--- config.mk ---
export PLATFORM = sky130hd
export DESIGN_NAME = capcmp_timer
export DESIGN_NICKNAME = d
export VERILOG_FILES = /design/src/rtl/timer_pkg.sv /design/src/rtl/timer_ctrl.sv /design/src/rtl/timer_datapath.sv /design/src/rtl/capcmp_timer.sv
export SDC_FILE = /design/constraint.sdc
export NUM_CORES = 1
export LEC_CHECK = 0
export ABC_CLOCK_PERIOD_IN_PS = 2580
export CAP_MARGIN = 15
export CORE_AREA = 4 4 152 125
export CTS_CLUSTER_DIAMETER = 40
export DETAILED_ROUTE_END_ITERATION = 7
export DIE_AREA = 0 0 156 129
export GPL_TIMING_DRIVEN = 0
export SYNTH_ARGS = -nofsm -noshare
export SYNTH_HDL_FRONTEND = slang
export SYNTH_HIERARCHICAL = 1
export SYNTH_SLANG_ARGS = --single-unit
--- constraint.sdc ---
create_clock -name clk -period 2.58 [get_ports clk]
set_input_delay 0.516 -clock clk [delete_from_list [all_inputs] [get_ports clk]]
set_output_delay 0.516 -clock clk [all_outputs]
set_load 0.01 [all_outputs]
--- src/rtl/timer_pkg.sv ---
package timer_pkg;

  typedef enum logic [1:0] {
    CLK_DIV4 = 2'b00,
    CLK_DIV2 = 2'b01,
    CLK_DIV8 = 2'b10,
    CLK_EXT  = 2'b11
  } clkSel_e;

  localparam int unsigned ADDR_W   = 3;
  localparam int unsigned FLAG_N   = 4;
  localparam logic [ADDR_W-1:0] A_MODE = 3'd0;
  localparam logic [ADDR_W-1:0] A_AUX  = 3'd1;
  localparam logic [ADDR_W-1:0] A_CMP1 = 3'd2;
  localparam logic [ADDR_W-1:0] A_CMP2 = 3'd3;
  localparam logic [ADDR_W-1:0] A_CAP1 = 3'd4;
  localparam logic [ADDR_W-1:0] A_CAP2 = 3'd5;
  localparam logic [ADDR_W-1:0] A_CNT  = 3'd6;
  localparam logic [ADDR_W-1:0] A_FLAG = 3'd7;

  typedef struct packed {
    logic              tick;
    logic              trig;
    logic              cap1Evt;
    logic              cap2Evt;
    logic              pwmMode;
    logic              olv1;
    logic              olv2;
    logic              cntLoad;
    logic [FLAG_N-1:0] flagClr;
  } strobe_t;

endpackage

--- src/rtl/timer_ctrl.sv ---
module timer_ctrl
  import timer_pkg::*;
#(
  parameter int unsigned W           = 16,
  parameter bit          HAS_EXT_PIN = 1'b1
) (
  input  logic              clk,
  input  logic              rstN,
  input  logic              regWrEn,
  input  logic [ADDR_W-1:0] regAddr,
  input  logic [W-1:0]      regWrData,
  input  logic              capPin1,
  input  logic              capPin2,
  input  logic              extClkPin,
  output logic [7:0]        modeReg,
  output logic [2:0]        auxReg,
  output logic [W-1:0]      cmp1Val,
  output logic [W-1:0]      cmp2Val,
  output strobe_t           st
);

  localparam int unsigned PIN_N  = 3;
  localparam int unsigned PRE_W  = 3;

  logic [PIN_N-1:0] pinsIn, syncA, syncB, pinHist, riseEdge, fallEdge;
  logic [PRE_W-1:0] presc;
  clkSel_e          clkSel;
  logic             extTick, divTick, cap1Edge, cap2Edge, opmActive;

  assign pinsIn = {extClkPin, capPin2, capPin1};

  generate
    for (genvar i = 0; i < PIN_N; i++) begin : g_sync
      always_ff @(posedge clk or negedge rstN) begin
        if (!rstN) begin
          syncA[i]   <= 1'b0;
          syncB[i]   <= 1'b0;
          pinHist[i] <= 1'b0;
        end else begin
          syncA[i]   <= pinsIn[i];
          syncB[i]   <= syncA[i];
          pinHist[i] <= syncB[i];
        end
      end
      assign riseEdge[i] = syncB[i] & ~pinHist[i];
      assign fallEdge[i] = ~syncB[i] & pinHist[i];
    end
  endgenerate

  always_ff @(posedge clk or negedge rstN) begin
    if (!rstN) begin
      modeReg <= '0;
      auxReg  <= '0;
      cmp1Val <= '0;
      cmp2Val <= '0;
      presc   <= '0;
    end else begin
      presc <= presc + 1'b1;
      if (regWrEn) begin
        unique case (regAddr)
          A_MODE:  modeReg <= regWrData[7:0];
          A_AUX:   auxReg  <= regWrData[2:0];
          A_CMP1:  cmp1Val <= regWrData;
          A_CMP2:  cmp2Val <= regWrData;
          default: ;
        endcase
      end
    end
  end

  assign clkSel = clkSel_e'(modeReg[3:2]);

  generate
    if (HAS_EXT_PIN) begin : g_ext
      assign extTick = modeReg[0] ? riseEdge[2] : fallEdge[2];
    end else begin : g_noext
      assign extTick = 1'b0;
    end
  endgenerate

  always_comb begin
    unique case (clkSel)
      CLK_DIV2: divTick = presc[0];
      CLK_DIV4: divTick = &presc[1:0];
      CLK_DIV8: divTick = &presc;
      default:  divTick = extTick;
    endcase
  end

  assign cap1Edge  = auxReg[0]  ? riseEdge[0] : fallEdge[0];
  assign cap2Edge  = modeReg[1] ? riseEdge[1] : fallEdge[1];
  assign opmActive = modeReg[5] & ~modeReg[4];

  always_comb begin
    st         = '0;
    st.tick    = divTick;
    st.trig    = opmActive & cap1Edge;
    st.cap1Evt = ~opmActive & cap1Edge;
    st.cap2Evt = cap2Edge;
    st.pwmMode = modeReg[4];
    st.olv1    = auxReg[1];
    st.olv2    = auxReg[2];
    st.cntLoad = regWrEn && (regAddr == A_CNT);
    st.flagClr = (regWrEn && (regAddr == A_FLAG)) ? regWrData[FLAG_N-1:0] : '0;
  end


  divided_tick_spacing_chk: assert property (@(posedge clk) disable iff (!rstN)
    (st.tick && clkSel != CLK_EXT) |=> (!st.tick || clkSel == CLK_EXT));

endmodule

--- src/rtl/timer_datapath.sv ---
module timer_datapath
  import timer_pkg::*;
#(
  parameter int unsigned W = 16
) (
  input  logic              clk,
  input  logic              rstN,
  input  strobe_t           st,
  input  logic [W-1:0]      cmp1Val,
  input  logic [W-1:0]      cmp2Val,
  input  logic [W-1:0]      loadVal,
  output logic [W-1:0]      cnt,
  output logic [W-1:0]      cap1,
  output logic [W-1:0]      cap2,
  output logic [FLAG_N-1:0] flags,
  output logic              wave1,
  output logic              wave2
);

  logic match1, match2, reload;
  logic [FLAG_N-1:0] flagSet;

  assign match1  = st.tick && (cnt == cmp1Val);
  assign match2  = st.tick && (cnt == cmp2Val);
  assign reload  = st.pwmMode && match2;
  assign flagSet = {st.cap2Evt, st.cap1Evt, match2, match1};

  always_ff @(posedge clk or negedge rstN) begin
    if (!rstN) begin
      cnt   <= '0;
      cap1  <= '0;
      cap2  <= '0;
      flags <= '0;
      wave1 <= 1'b0;
      wave2 <= 1'b0;
    end else begin
      if (st.cntLoad)      cnt <= loadVal;
      else if (st.trig)    cnt <= '0;
      else if (st.tick)    cnt <= reload ? '0 : cnt + 1'b1;

      if (st.cap1Evt) cap1 <= cnt;
      if (st.cap2Evt) cap2 <= cnt;

      flags <= (flags & ~st.flagClr) | flagSet;

      if (st.pwmMode) begin
        if (reload)       wave1 <= st.olv2;
        else if (match1)  wave1 <= st.olv1;
      end else begin
        if (st.trig)      wave1 <= st.olv2;
        else if (match1)  wave1 <= st.olv1;
      end

      if (match2) wave2 <= st.olv2;
    end
  end


  counter_hold_chk: assert property (@(posedge clk) disable iff (!rstN)
    (!st.tick && !st.trig && !st.cntLoad) |=> cnt == $past(cnt));

  match_flag_chk: assert property (@(posedge clk) disable iff (!rstN)
    (st.tick && cnt == cmp1Val) |=> flags[0]);

  pwm_reload_chk: assert property (@(posedge clk) disable iff (!rstN)
    (st.pwmMode && st.tick && cnt == cmp2Val && !st.cntLoad && !st.trig) |=> cnt == '0);

  capture_latch_chk: assert property (@(posedge clk) disable iff (!rstN)
    st.cap1Evt |=> (cap1 == $past(cnt)) && flags[2]);

  flag_clear_chk: assert property (@(posedge clk) disable iff (!rstN)
    (st.flagClr[3] && !st.cap2Evt) |=> !flags[3]);

endmodule

--- src/rtl/capcmp_timer.sv ---
module capcmp_timer
  import timer_pkg::*;
#(
  parameter int unsigned W           = 16,
  parameter bit          HAS_EXT_PIN = 1'b1
) (
  input  logic              clk,
  input  logic              rstN,
  input  logic              regWrEn,
  input  logic [2:0]        regAddr,
  input  logic [W-1:0]      regWrData,
  output logic [W-1:0]      regRdData,
  input  logic              capPin1,
  input  logic              capPin2,
  input  logic              extClkPin,
  output logic              cmpPin1,
  output logic              cmpPin2,
  output logic [3:0]        statusFlags
);

  logic [7:0]        modeReg;
  logic [2:0]        auxReg;
  logic [W-1:0]      cmp1Val, cmp2Val, cnt, cap1, cap2;
  logic [FLAG_N-1:0] flags;
  logic              wave1, wave2;
  strobe_t           st;

  timer_ctrl #(.W(W), .HAS_EXT_PIN(HAS_EXT_PIN)) ctrl_i (
    .clk(clk), .rstN(rstN), .regWrEn(regWrEn), .regAddr(regAddr),
    .regWrData(regWrData), .capPin1(capPin1), .capPin2(capPin2),
    .extClkPin(extClkPin), .modeReg(modeReg), .auxReg(auxReg),
    .cmp1Val(cmp1Val), .cmp2Val(cmp2Val), .st(st)
  );

  timer_datapath #(.W(W)) dp_i (
    .clk(clk), .rstN(rstN), .st(st), .cmp1Val(cmp1Val), .cmp2Val(cmp2Val),
    .loadVal(regWrData), .cnt(cnt), .cap1(cap1), .cap2(cap2),
    .flags(flags), .wave1(wave1), .wave2(wave2)
  );

  assign cmpPin1     = modeReg[7] & wave1;
  assign cmpPin2     = modeReg[6] & wave2;
  assign statusFlags = flags;

  always_comb begin
    unique case (regAddr)
      A_MODE:  regRdData = W'(modeReg);
      A_AUX:   regRdData = W'(auxReg);
      A_CMP1:  regRdData = cmp1Val;
      A_CMP2:  regRdData = cmp2Val;
      A_CAP1:  regRdData = cap1;
      A_CAP2:  regRdData = cap2;
      A_CNT:   regRdData = cnt;
      default: regRdData = W'(flags);
    endcase
  end

endmodule

Word-level counts from Yosys, hierarchy flattened
Index checks and enable logic that the tools add are counted.
{"block": "word_totals", "ff_bits": 109, "input_bits": 25, "output_inout_bits": 22, "wordCells": 83}
{"block": "classes", "n_addsub": 2, "reduce_logical": 14, "n_mux": 14, "n_bitwise": 22, "n_eq_ne": 11}
{"operator": "one-hot mux 16 bit (7 select lines)", "count": 1}
{"operator": "2-to-1 mux 16 bit", "count": 4}
{"operator": "== test 16 bit", "count": 2}
{"operator": "adder 16 x 1 -> 16 bit (second input constant)", "count": 1}
{"operator": "== test 3 bit (second input constant)", "count": 4}
{"operator": "AND 1 bit", "count": 11}
{"operator": "AND reduction 2 bit", "count": 5}
{"operator": "inverter 1 bit", "count": 8}
{"operator": "2-to-1 mux 1 bit", "count": 7}
{"operator": "== test 3 x 2 -> 1 bit (second input constant)", "count": 2}
{"operator": "logical AND 1 bit", "count": 5}
{"operator": "AND 4 bit", "count": 1}
{"operator": "2-to-1 mux 4 bit", "count": 1}
{"operator": "inverter 4 bit", "count": 1}
{"operator": "bitwise OR 4 bit", "count": 1}
{"operator": "adder 3 x 1 -> 3 bit (second input constant)", "count": 1}
{"operator": "== test 3 x 1 -> 1 bit (second input constant)", "count": 1}
{"operator": "logical NOT 3 bit", "count": 1}
{"operator": "one-hot mux 1 bit (3 select lines)", "count": 1}
{"operator": "AND reduction 3 bit", "count": 1}
{"operator": "nonzero test 3 bit", "count": 1}
{"operator": "== test 2 x 1 -> 1 bit (second input constant)", "count": 1}
{"operator": "== test 2 bit (second input constant)", "count": 1}
{"operator": "logical NOT 2 bit", "count": 1}

Logic depth before layout (Yosys ltp)
Gate-level depths: netlist of the first run.
{"block": "depth", "depth_word": 10, "depth_mapped": 10, "mapped_depth_nobuf": 8}

Hierarchy
Netlist of the first run, hierarchy kept.
{"mod": "timer_datapath", "instances": 1, "cells_each": 293, "area_per_inst_um2": 2986.6, "seq_area_each_um2": 1351.3}
{"mod": "timer_ctrl", "instances": 1, "cells_each": 135, "area_per_inst_um2": 2153.3, "seq_area_each_um2": 1376.3}
{"mod": "capcmp_timer", "instances": 1, "cells_each": 114, "area_per_inst_um2": 879.6, "seq_area_each_um2": 0.0}

Worst setup path before layout of the first run
Ideal clock, no wire load.
{"block": "synth_path", "path_type": "reg2reg", "start": "register ctrl_i.presc[0]", "end": "register dp_i.cnt[11]", "required_ns": 2.481, "synth_period_minus_slack_ns": 2.152, "n_path_buf": 2, "setup_time_ns": 0.099, "arrival_time_ns": 2.053, "path_slack_ns": 0.428, "stages_incl_launch_ff": 11, "cell_sequence": "dfrtp_1 ha_1 ha_1 mux4_2 buf_4 nand2_1 nor2_1 nand3_1 buf_4 o21ai_0 a311oi_1"}
{"block": "synth_via", "elab_chain_len": 8, "elab_cells_between_ends": 10, "classes_between": "mux (5); reduce/logical (5)"}
{"element": "start, declared", "line_no": "timer_ctrl.sv:26", "source": "logic [PRE_W-1:0] presc;"}
{"element": "start signal, assigned", "line_no": "timer_ctrl.sv:58", "source": "presc <= presc + 1'b1;"}
{"element": "AND reduction 3 bit or AND reduction 2 bit (tied branches)", "line_no": "timer_ctrl.sv:85, timer_ctrl.sv:84"}
{"element": "one-hot mux 1 bit (3 select lines) *", "line_no": "timer_ctrl.sv:82", "source": "unique case (clkSel)"}
{"element": "named net ctrl_i.divTick", "line_no": "timer_ctrl.sv:28", "source": "logic extTick, divTick, cap1Edge, cap2Edge, opmActive;"}
{"element": "logical AND 1 bit", "line_no": "timer_datapath.sv:24", "source": "assign match2 = st.tick && (cnt == cmp2Val);"}
{"element": "logical AND 1 bit", "line_no": "timer_datapath.sv:25", "source": "assign reload = st.pwmMode && match2;"}
{"element": "2-to-1 mux 16 bit (2 in a row)", "line_no": "timer_datapath.sv:39", "source": "else if (st.tick) cnt <= reload ? '0 : cnt + 1'b1;"}
{"element": "2-to-1 mux 16 bit", "line_no": "timer_datapath.sv:38", "source": "else if (st.trig) cnt <= '0;"}
{"element": "2-to-1 mux 16 bit", "line_no": "timer_datapath.sv:37", "source": "if (st.cntLoad) cnt <= loadVal;"}
{"element": "end signal, assigned", "line_no": "timer_datapath.sv:37"}
{"element": "end signal, assigned", "line_no": "timer_datapath.sv:39"}
{"element": "end, declared", "line_no": "timer_datapath.sv:12", "source": "output logic [W-1:0] cnt,"}
Mark *: on every way through the listed nets, which the timed path passes. The rest lies on a longest branch. The select of a mux whose other input is x is not followed.
A chain may end at the register's enable or synchronous reset.

Final worst setup path of the first run
{"block": "layout_path", "start": "input regAddr[0]", "end": "output regRdData[10]"}
{"block": "layout_via", "elab_chain_len": 2, "elab_cells_between_ends": 8, "classes_between": "eq/ne (6); mux (1); reduce/logical (1)"}
{"element": "start, declared", "line_no": "capcmp_timer.sv:10", "source": "input logic [2:0] regAddr,"}
{"element": "== test 3 bit, or another cell as far along", "line_no": "capcmp_timer.sv:46", "source": "unique case (regAddr)"}
{"element": "one-hot mux 16 bit (7 select lines) *", "line_no": "capcmp_timer.sv:46"}
{"element": "end, declared", "line_no": "capcmp_timer.sv:12", "source": "output logic [W-1:0] regRdData,"}
Every way passes the cells marked *; elsewhere a longest branch is shown, timed or not.

==> results of run 1 <==
## power by group
group / switching (mW) / internal [mW]
sequential: 0.332 / 2.14
clock: 0.663 / 0.757
combinational: 0.970 / 0.967
total: 1.96 / 3.86
## timing repair
action                                  CTS  global route
endpoints found under the setup margin   41            30
buffers inserted                          0             2
pin swaps                                 0             3
gates resized for setup                  34            23
## cells by family after synthesis
group,after synthesis
buffers and inverters,55
XOR/XNOR,33
adder cells (fa/ha/maj),3
multiplexers,95
AND/OR/NAND/NOR,133
AO/OA/AOI/OAI,114
flip-flops,109
## state kept, by name, summed over array words and instances, names as in the netlist, 4 cells and up
name and count:
dp_i/cap2 16, dp_i/cap1 16, dp_i/flags 4, ctrl_i/modeReg 8, ctrl_i/cmp2Val 16, ctrl_i/cmp1Val 16
dp_i/cnt 16
## worst paths after layout
check | end | slack [ns] | cells after the start
setup reg to reg | dp_i/cnt[11]$_DFFE_PN0P_ | 0.07 | 10
max in group asynchronous | dp_i/cap2[1]$_DFFE_PN0P_ | 1.59 | 2
setup / recovery | regRdData[10] | 0.06 | 6
hold reg to reg | ctrl_i/syncB[2]$_DFF_PN0_ | 0.34 | 0
min in group clk | ctrl_i/syncB[2]$_DFF_PN0_ | 0.34 | 0
hold / removal | dp_i/cap1[5]$_DFFE_PN0P_ | 0.26 | 1
## final cells by class
cell class | instances | area [um2]
Fill cell | 1629 | 10100
Multi-Input combinational cell | 378 | 2990
Sequential cell | 109 | 2730
Timing Repair Buffer | 48 | 502
Buffer | 44 | 380
Tap cell | 225 | 282
Clock buffer | 9 | 225
Clock inverter | 7 | 72.6
Inverter | 10 | 41.3
## per-stage QoR
step | instances | total power [mW]
global route | 830 | 6.13
global placement | 812 | 4.33
detailed placement | 813 | 4.39
CTS | 828 | 5.83
floorplan | 542 | 3.70
finish | 830 | 5.82
## cells in the final DEF, fill, tap and decap left out, drive strengths merged, types with 4 or more instances in the layout
cell,count
nand2b,5
and2,6
a211oi,10
dfrtp,109
nor2b,6
a22o,9
a221o,8
xor2,5
nor2,26
xnor2,28
inv,11
nand2,47
a31oi,6
and3,5
nand3,10
clkbuf,14
a22oi,6
o21ai,23
clkdlybuf4s50,34
mux2i,11
mux2,81
dlymetal6s2s,6
nor3,4
a21oi,35
nand4,8
buf,44
## worst max-delay path: stages
cell                              delay, ns
sky130_fd_sc_hd__buf_6                 0.15
sky130_fd_sc_hd__buf_8                 0.19
sky130_fd_sc_hd__mux2i_4               0.32
sky130_fd_sc_hd__nor2_1                0.08
sky130_fd_sc_hd__a221o_1               0.26
sky130_fd_sc_hd__clkdlybuf4s50_1       0.48
## routing by layer
| metal | global-route usage, % | wire, um |
|---|---|---|
| met4 | 3.71 | 259 |
| met3 | 5.82 | 1550 |
| met5 | 0 | 13 |
| met2 | 26.2 | 7690 |
| met1 | 26.2 | 8260 |
==> run summary, run 1 <==
The flow ran to the end, and the final reports show no timing, DRC or antenna violations. The reported max-cap violation count was 0; the final wirelength was 17800 um. The post-synthesis simple-gate area fraction was 12.4%.

In this run the worst hold path is classified as in2async. The number of I/O port buffers is 45, and the synthesized-area fraction occupied by ao, oa, aoi and oai cells is 12.7%. In this run the deepest clock path goes through 2 buffers. At the worst endpoint, the required time is 2.06 ns. The tools report the DRC violation count after routing as 0. After layout, the worst setup slack is 0.0578 ns. For the via count of the first global-routing pass, the log shows 4571. In this run the biggest area consumer among cell types represents 45.3% of the synthesized area. The proportion of synthesized flip-flops having asynchronous set or reset came out at 100%. Setup repair after global routing could not meet its margin everywhere.

The cell at the root of the clock tree was sky130_fd_sc_hd__clkbuf_16. The last weighted congestion value of the routability-driven placer is 0.944, and the hold slack is 0.264 ns. The post-synth net total was 570; the multiplexer fraction of the synthesized cell area was 18.1%.

After detailed routing, the average wire length per cell comes to 21.4 um. Entering global routing, the biggest net connects 63 pins. The worst slack at placement was -1.15 ns. Sequential elements use 45.3% of the synthesized area. The logs give 6 for the synthesis warning total and 407 for the first-iteration detailed-routing DRC count. The final clock period utilization by the worst path is 97.8%, and the antenna diode count is 0.

For the residual antenna-violating net count after detailed routing, the log shows 0. For this design, the CTS-stage hold fixing added 0 buffers. The mapped netlist covers 0.00602 mm2. The first TritonRoute pass finished after 4 iterations. In this run, CTS created clock tree buffers numbering 9. A synthesized cell averages 11.1 um2. STA puts the critical path data arrival time at 2.01 ns.

The final net count was 628. The die covers 0.0201 mm2. The number of primary I/O pins is 47. The total routing resource utilization after global routing is 18.0%.

The global-route wire length before repair is 27400 um. STA classifies the critical path endpoint as a primary output. In this run, synthesis inferred 0 flip-flops with an integrated enable. For the standard cell area after detailed placement, the log shows 0.00678 mm2. Dividing the detail-routed via count by the number of cells gives 5.56. The logs give 43.4% for the worst slew slack as a fraction of its limit and 3.06 nW for the leakage dissipation. In this run the critical register-to-register path is launched from ctrl_i/presc[0]$_DFF_PN0_. TritonCTS built the clock tree.

The logs give 0 for the overall overflow remaining after global route and 0.36 ns for the clock latency reported for the late side of the worst-skew pair. After technology mapping, the gate count stands at 542. The run gives 0 ns as the setup TNS.

By area, the combinational part of the netlist is dominated by multiplexers. For the final database, setup skew stands at 0.00799 ns. The end-of-flow core utilization is 41.8%, and the clock slew seen by the registers of the worst setup and hold paths is 0.07 ns. The number of max-slew violations in the final report is 0.

Cell area after layout: 0.00722 mm2. The most common cell in the synthesized netlist is sky130_fd_sc_hd__dfrtp_1. In the final layout, the share of cells above drive strength 1 is 28.3%. Floorplan die width: 156 um.

The final count of negative-setup-slack endpoints was 0. In the synthesized netlist the dominant register cell turns out to be sky130_fd_sc_hd__dfrtp_1. The tools report the number of distinct standard cells referenced by the synthesized netlist as 59. The run gives 13100 um as the total half-perimeter wirelength after legalization and detailed placement.

The worst setup path is launched from a primary input. In this run the worst setup path begins at regAddr[0]. The worst-path maximum fanout is 10, and the maximum resistive drop on vdd is 0.327 mV.

The area growth from synthesis to layout is 19.9%. The final critical path time including I/O delays and setup was 2.52 ns. In the post-synthesis netlist, the biggest area contributors are sky130_fd_sc_hd__dfrtp_1, sky130_fd_sc_hd__mux2_2, sky130_fd_sc_hd__xnor2_1. In this run the power density over the cells is 807 mW/mm2. The commonest cells after synthesis are sky130_fd_sc_hd__dfrtp_1, sky130_fd_sc_hd__mux2_2, sky130_fd_sc_hd__nand2_1. For the pin with the worst max-slew slack, the measured transition is 0.849 ns. The number of vias after detailed routing came out at 4618. The region available for standard cell placement spans 0.0173 mm2. The xor/xnor share of the synthesized area came out at 5.05%. The run gives 0 as the count of final hold-check violations.

The largest area contributor in the netlist was sky130_fd_sc_hd__dfrtp_1. The initial antenna violation count was 1; the adder and majority cell fraction of the synthesized area was 0.624%. CTS built an H-tree with a depth of 3.

The initialized floorplan defines 43 standard-cell rows. The logs give 34.9% for the effective utilization at floorplan and 396 MHz for the top achievable clock speed. The die height is 129 um.

Synthesis inferred 109 register bits. The clock drives 109 sinks. The critical path is of the in2out type.
Power figures use the tool's default switching activity.
==> inputs of run 2 (changes only) <==
--- a/config.mk
+++ b/config.mk
@@ -7,12 +7,14 @@
 export LEC_CHECK = 0
 export ABC_CLOCK_PERIOD_IN_PS = 2580
 export CAP_MARGIN = 15
-export CORE_AREA = 4 4 152 125
+export CORE_AREA = 4 4 128 106
 export CTS_CLUSTER_DIAMETER = 40
 export DETAILED_ROUTE_END_ITERATION = 7
-export DIE_AREA = 0 0 156 129
+export DIE_AREA = 0 0 132 110
 export GPL_TIMING_DRIVEN = 0
+export PLACE_DENSITY = 0.69
 export SYNTH_ARGS = -nofsm -noshare
 export SYNTH_HDL_FRONTEND = slang
 export SYNTH_HIERARCHICAL = 1
 export SYNTH_SLANG_ARGS = --single-unit
+export TNS_END_PERCENT = 10
==> run summary, run 2 (synthesized netlist as in run 1, its figures left out) <==
The cell area after layout is 0.00717 mm2. The number of vias per cell after detailed routing came out at 6.19. For the number of setup buffers added after CTS, the log shows 0. For the leakage dissipation, the log shows 3.06 nW. In the layout the commonest cells are sky130_fd_sc_hd__dfrtp_1, sky130_fd_sc_hd__mux2_2, sky130_fd_sc_hd__nand2_1. The hold slack came out at 0.166 ns. Most frequent standard cell in the layout excluding fill and tap cells: sky130_fd_sc_hd__dfrtp_1. For the worst clock skew on the final layout, the log shows 0.00592 ns. The standard cell with the maximum stage delay on the critical path was sky130_fd_sc_hd__clkdlybuf4s50_1. VDD sags by at most 0.431 mV. The multi-input combinational cells in the finished layout cover a total of 0.00300 mm2.

The critical path class is in2out. Max-cap violations in this run came to 0. The die is 132 um wide. The area of the placeable core came out at 0.0121 mm2.

The congestion estimate from routability-driven global placement came to 0.962. The first-iteration detailed-routing DRC count was 483. The die is 110 um tall. Setup violations remaining at the end of the flow were counted as 0.

The worst-path maximum fanout was 10; the standard cell area after detailed placement was 0.00669 mm2. For the number of max-slew violations in the final report, the log shows 0. The number of vias after detailed routing was 4677; the data arrival time of the worst path was 2.04 ns.

The tools report the number of filler instances in the final layout as 1000. Adding up every negative setup slack in the final design gives 0 ns. The final critical path time including I/O delays and setup came out at 2.55 ns. Initial antenna violation count: 0. The flow ran to the end, and the final reports show no timing, DRC or antenna violations. 47 I/O pins were placed. For the worst-skew pair, the clock arrives at the later sink with an insertion delay of 0.35 ns.

The logs give 0.0145 mm2 for the total die area and 2.06 ns for the critical path data required time. After detailed routing, the total wire length is 17300 um. The run gives 49.7% as the effective utilization at floorplan. The first-pass detailed-route iteration total was 5; the growth of design area from synthesis to finish was 19.1%. Port buffering added 45 buffers. Class of the tightest hold or removal check: in2async. For the depth of the CTS H-tree, the log shows 3. The run gives 0 as the overall overflow remaining after global route. The number of hold buffers added after CTS is 0. The final net count came out at 627. The power density over the cells came out at 848 mW/mm2. Counting both buffers and inverters, the worst setup path holds a total of 3.

The antenna diode count came out at 0. The worst setup path is captured at a primary output. The wire-length estimate of the detail-placed layout is 12600 um. In this design, the largest share of critical-path delay is due to buffers and inverters. STA classifies the critical path startpoint as a primary input. The tools report the count of final hold-check violations as 0. At the pin with the least slew margin, the transition time is 0.784 ns. TritonCTS built the clock tree. The cell that appears most often on the critical path is sky130_fd_sc_hd__buf_6.

The via count of the first global-routing pass was 4702. Setup repair after global routing could not meet its margin everywhere. The residual antenna-violating net count after detailed routing is 0, and the TritonCTS buffer count is 9. The top achievable clock speed was 392 MHz. The signal on the critical path passes through buf_6, buf_6, mux2i_2, nor2_1, a221o_1, clkdlybuf4s50_1.

The first global-routing pass estimated 27000 um of wire. On the worst path, the slowest cell contributes a delay of 0.48 ns. The final clock period utilization by the worst path is 99.0%, and the largest net degree at the start of global routing is 70. Including well taps, the total number of placed cells is 740. The clock net in this run drives a total of 109 sinks. The clock slew seen by the registers of the worst setup and hold paths is 0.07 ns. The routed wirelength normalized by instance count is 22.9 um, and the worst slew slack as a fraction of its limit is 47.5%.

Once layout is complete, the cells apart from fillers number 756. Global routing consumed, over all layers together, 24.4% of the routing resources. Power comes to 6.08 mW.

The flip-flop and latch area was 0.00273 mm2. In this run the clock root is driven by a sky130_fd_sc_hd__clkbuf_16. In this run the deepest clock path goes through 2 buffers. The tools report the DRC violation count after routing as 0. The floorplan has 36 rows.

The ratio of cells with drive above 1 in the final layout is 28.1%.
-- run 2: metal layers --
metal	track usage [%]	vias to the layer above	wire length [um]
met3	6.44	28	1510
li1	-	2071	-
met2	38.3	220	7780
met5	0	-	0
met4	5.40	0	276
met1	34.2	2358	7780
-- run 2: cell type report --
class	count	share of cell area, %
plain buffers	45	5.18
well taps	152	2.65
repair buffers	46	6.75
flip-flops and latches	109	38.0
clock inverters	3	1.26
clock buffers	13	3.77
inverters	10	0.524
multi-input cells	378	41.8
-- run 2: power breakdown --
group	switching, mW	leakage [nW]	internal [mW]
sequential	0.341	1.35	2.14
combinational	0.992	1.53	0.968
clock	0.611	0.176	1.03
total	1.94	3.06	4.13
-- run 2: per-stage QoR --
step	setup slack [ns]	utilization, %
after floorplan	0.428	-
after global placement	-3.12	55.0
after detailed placement	-1.16	55.2
after CTS	-0.00506	58.5
after global routing	-0.0553	59.2
final	0.0260	59.2
-- run 2: what timing repair did --
| item | 4_1_cts | 5_1_grt |
|---|---|---|
| pin swaps | 1 | 2 |
| endpoints found under the setup margin | 34 | 32 |
| gates resized for setup | 30 | 24 |
-- run 2: worst paths after layout --
| check | start | to | slack (ns) | depth (start not counted) |
|---|---|---|---|---|
| worst min-delay path | rstN | ctrl_i/cmp1Val[4]$_DFFE_PN0P_ | 0.17 | 1 |
| min in group clk | ctrl_i/syncA[1]$_DFF_PN0_ | ctrl_i/syncB[1]$_DFF_PN0_ | 0.35 | 0 |
| worst max register to register | ctrl_i/presc[0]$_DFF_PN0_ | dp_i/cnt[11]$_DFFE_PN0P_ | 0.04 | 10 |
| worst max-delay path | regAddr[0] | regRdData[11] | 0.03 | 6 |
| max in group asynchronous | rstN | ctrl_i/auxReg[2]$_DFFE_PN0P_ | 1.68 | 2 |
| worst min register to register | ctrl_i/syncA[1]$_DFF_PN0_ | ctrl_i/syncB[1]$_DFF_PN0_ | 0.35 | 0 |
==> inputs of run 3 (changes only) <==
--- a/config.mk
+++ b/config.mk
@@ -7,12 +7,11 @@
 export LEC_CHECK = 0
 export ABC_CLOCK_PERIOD_IN_PS = 2580
 export CAP_MARGIN = 15
-export CORE_AREA = 4 4 128 106
+export CORE_AREA = 4 4 152 125
 export CTS_CLUSTER_DIAMETER = 40
 export DETAILED_ROUTE_END_ITERATION = 7
-export DIE_AREA = 0 0 132 110
+export DIE_AREA = 0 0 156 129
 export GPL_TIMING_DRIVEN = 0
-export PLACE_DENSITY = 0.69
 export SYNTH_ARGS = -nofsm -noshare
 export SYNTH_HDL_FRONTEND = slang
 export SYNTH_HIERARCHICAL = 1
==> run summary, run 3 (synthesized netlist as in run 1, its figures left out) <==
The worst clock skew on the final layout was 0.00882 ns. Walking the worst path, the cells encountered are buf_6, buf_6, mux2i_2, nor2_1, a221o_1, clkdlybuf4s50_1. The placement row count is 43, and the ratio of cells with drive above 1 in the final layout is 27.9%.

Number of primary I/O pins: 47. The via count of the first global-routing pass is 4567, and the buffers plus inverters on the worst setup path is 3. The total overflow left after global routing is 0.

The maximum resistive drop on vdd is 0.328 mV. The checks that failed: setup timing. Counting the buffers created by CTS gives 9.

The clock drives 109 sinks. The detailed router placed 4646 vias in this run. In this run the tightest slew margin relative to its limit is 42.9%.

The tools report the cell at the root of the clock tree as sky130_fd_sc_hd__clkbuf_16. TritonCTS built the clock tree. The delay of the slowest cell on the worst path came out at 0.48 ns. In this design, the largest share of critical-path delay is due to buffers and inverters. The total power consumption of the routed design was 5.82 mW. The critical path's most frequent cell was sky130_fd_sc_hd__buf_6.

The run gives 2 as the number of buffers on the longest clock path. The final clock period utilization by the worst path came out at 101%. The die height works out to 129 um. Detailed placement ended at an HPWL of 13100 um.

In this run the static leakage power is 3.03 nW. The worst hold path belongs to the class in2async. For this configuration, the core starts out at a cell density of 34.9%. The tools report the DRC violation count after routing as 0.

The initial antenna violation count is 1. In the routed layout, each cell is associated on average with a via count of 5.61. For the worst-skew pair, the clock arrives at the later sink with an insertion delay of 0.36 ns. The first-iteration detailed-routing DRC count is 464.

The last weighted congestion value of the routability-driven placer is 0.944, and the number of I/O port buffers is 45. The reported max-cap violation count came out at 0. The number of max-slew violations in the final report was 0. Critical path class: in2out. The tools report the launching element type of the critical path as a primary input.

The routed wirelength normalized by instance count works out to 21.4 um. Clock-pin slew was measured on the worst setup and hold paths at 0.07 ns. Summing all non-filler instances in the final layout gives an area of 0.00717 mm2. Compared with the post-synthesis result, the final layout area differs by 19.1%. In the layout the commonest cells are sky130_fd_sc_hd__dfrtp_1, sky130_fd_sc_hd__mux2_2, sky130_fd_sc_hd__nand2_1. The count of final hold-check violations was 0; the final count of negative-setup-slack endpoints was 1. Entering global routing, the biggest net connects 63 pins. The slack of the worst reg-to-reg path is 0.11 ns, and the global-route wire length before repair is 27300 um.

In this run the remaining antenna-violating nets after routing total 0. The die covers 0.0201 mm2. Setup repair after global routing could not meet its margin everywhere. The power density over the cells was 812 mW/mm2. The worst setup path is captured at a primary output. Final net count: 626. On the critical path, the stage with the largest delay is an instance of sky130_fd_sc_hd__clkdlybuf4s50_1. The minimum setup slack in the final design was -0.0165 ns; the data arrival time of the worst path was 2.08 ns.

The tools report the final wirelength as 17700 um. The run finished, with violations left. Static timing analysis puts the maximum clock frequency at 385 MHz.

The total routing resource utilization after global routing was 17.9%. The antenna diode count was 0; the worst-path maximum fanout was 10. The standard cell area after detailed placement is 0.00678 mm2, and the first-pass detailed-route iteration total is 5. The final critical path time including I/O delays and setup came out at 2.60 ns. At the pin with the least slew margin, the transition time is 0.856 ns. The depth of the CTS H-tree is 3, and the area of the placeable core is 0.0173 mm2. The critical path data required time was 2.06 ns. After clock tree synthesis, the flow added hold-fix buffers numbering 0.

Most frequent standard cell in the layout excluding fill and tap cells: sky130_fd_sc_hd__dfrtp_1. Floorplan die width: 156 um.
run 3: cell types whose count changed in the layout (fill, tap and decap cells not counted), sizes merged:
cell and delta:
clkdlybuf4s50 -1, inv +1, clkbuf -6, clkinv +2
dlymetal6s2s +1, clkinvlp +3, clkdlybuf4s15 +1, bufinv -2
run 3: report_power, final:
part	total, mW	leakage (nW)	switching, mW	internal [mW]
Sequential	2.47	1.35	0.331	2.14
Clock	1.41	0.142	0.655	0.757
Combinational	1.94	1.53	0.973	0.963
run 3: path summary, 6_finish.rpt:
| check | from | end | depth (start not counted) |
|---|---|---|---|
| max | regAddr[0] | regRdData[10] | 6 |
| min | rstN | dp_i/cap2[5]$_DFFE_PN0P_ | 1 |
| max reg2reg | ctrl_i/modeReg[1]$_DFFE_PN0P_ | dp_i/cap2[10]$_DFFE_PN0P_ | 7 |
| min reg2reg | ctrl_i/syncA[2]$_DFF_PN0_ | ctrl_i/syncB[2]$_DFF_PN0_ | 0 |
| max in group asynchronous | rstN | dp_i/cap2[1]$_DFFE_PN0P_ | 2 |
| min in group clk | ctrl_i/syncA[2]$_DFF_PN0_ | ctrl_i/syncB[2]$_DFF_PN0_ | 0 |
run 3: worst reg2reg max path, delay by kind of cell, from the launching register on:
family	cells	cell delay (ns)
AOI/OAI and AO/OA	1	0.06
buffers and inverters	3	1.31
DFF	1	0.41
muxes	1	0.42
and+or+nand+nor	2	0.14
run 3: metal layers:
layer	wire length [um]	part of all wire [%]	track usage [%]	vias up
li1	-	-	-	2066
met1	8290	47	26.1	2376
met2	7640	43	26.1	182
met3	1520	8.6	5.95	20
met4	252	1.4	3.71	2
met5	13	0.073	0	-
run 3: timing repair:
action,4_1_cts,5_1_grt
gates resized for setup,32,18
cloned,0,0
pin swaps,0,2
endpoints found under the setup margin,41,31
setup buffers,0,0
run 3: area by class of cell:
| class | count | area [um2] |
|---|---|---|
| fill | 1636 | 10100 |
| multi-input combinational | 378 | 2970 |
| sequential | 109 | 2730 |
| timing repair buffer | 46 | 487 |
| buffer | 44 | 362 |
| tap | 225 | 282 |
| clock buffer | 9 | 225 |
| clock inverter | 7 | 72.6 |
| inverter | 10 | 41.3 |
run 3: per-stage QoR:
| step | instances | utilization (%) | setup TNS, ns | setup WS, ns | hold WS (ns) |
|---|---|---|---|---|---|
| global route | 828 | 41.5 | -0.135 | -0.0536 | 0.315 |
| global placement | 812 | 39.1 | -373.37 | -3.17 | 0.335 |
| detailed placement | 813 | 39.2 | -28.90 | -1.15 | 0.335 |
| finish | 828 | 41.5 | -0.0165 | -0.0165 | 0.262 |
| CTS | 828 | 41.3 | -0.00421 | -0.00421 | 0.289 |
| floorplan | 542 | - | 0 | 0.428 | 0.220 |
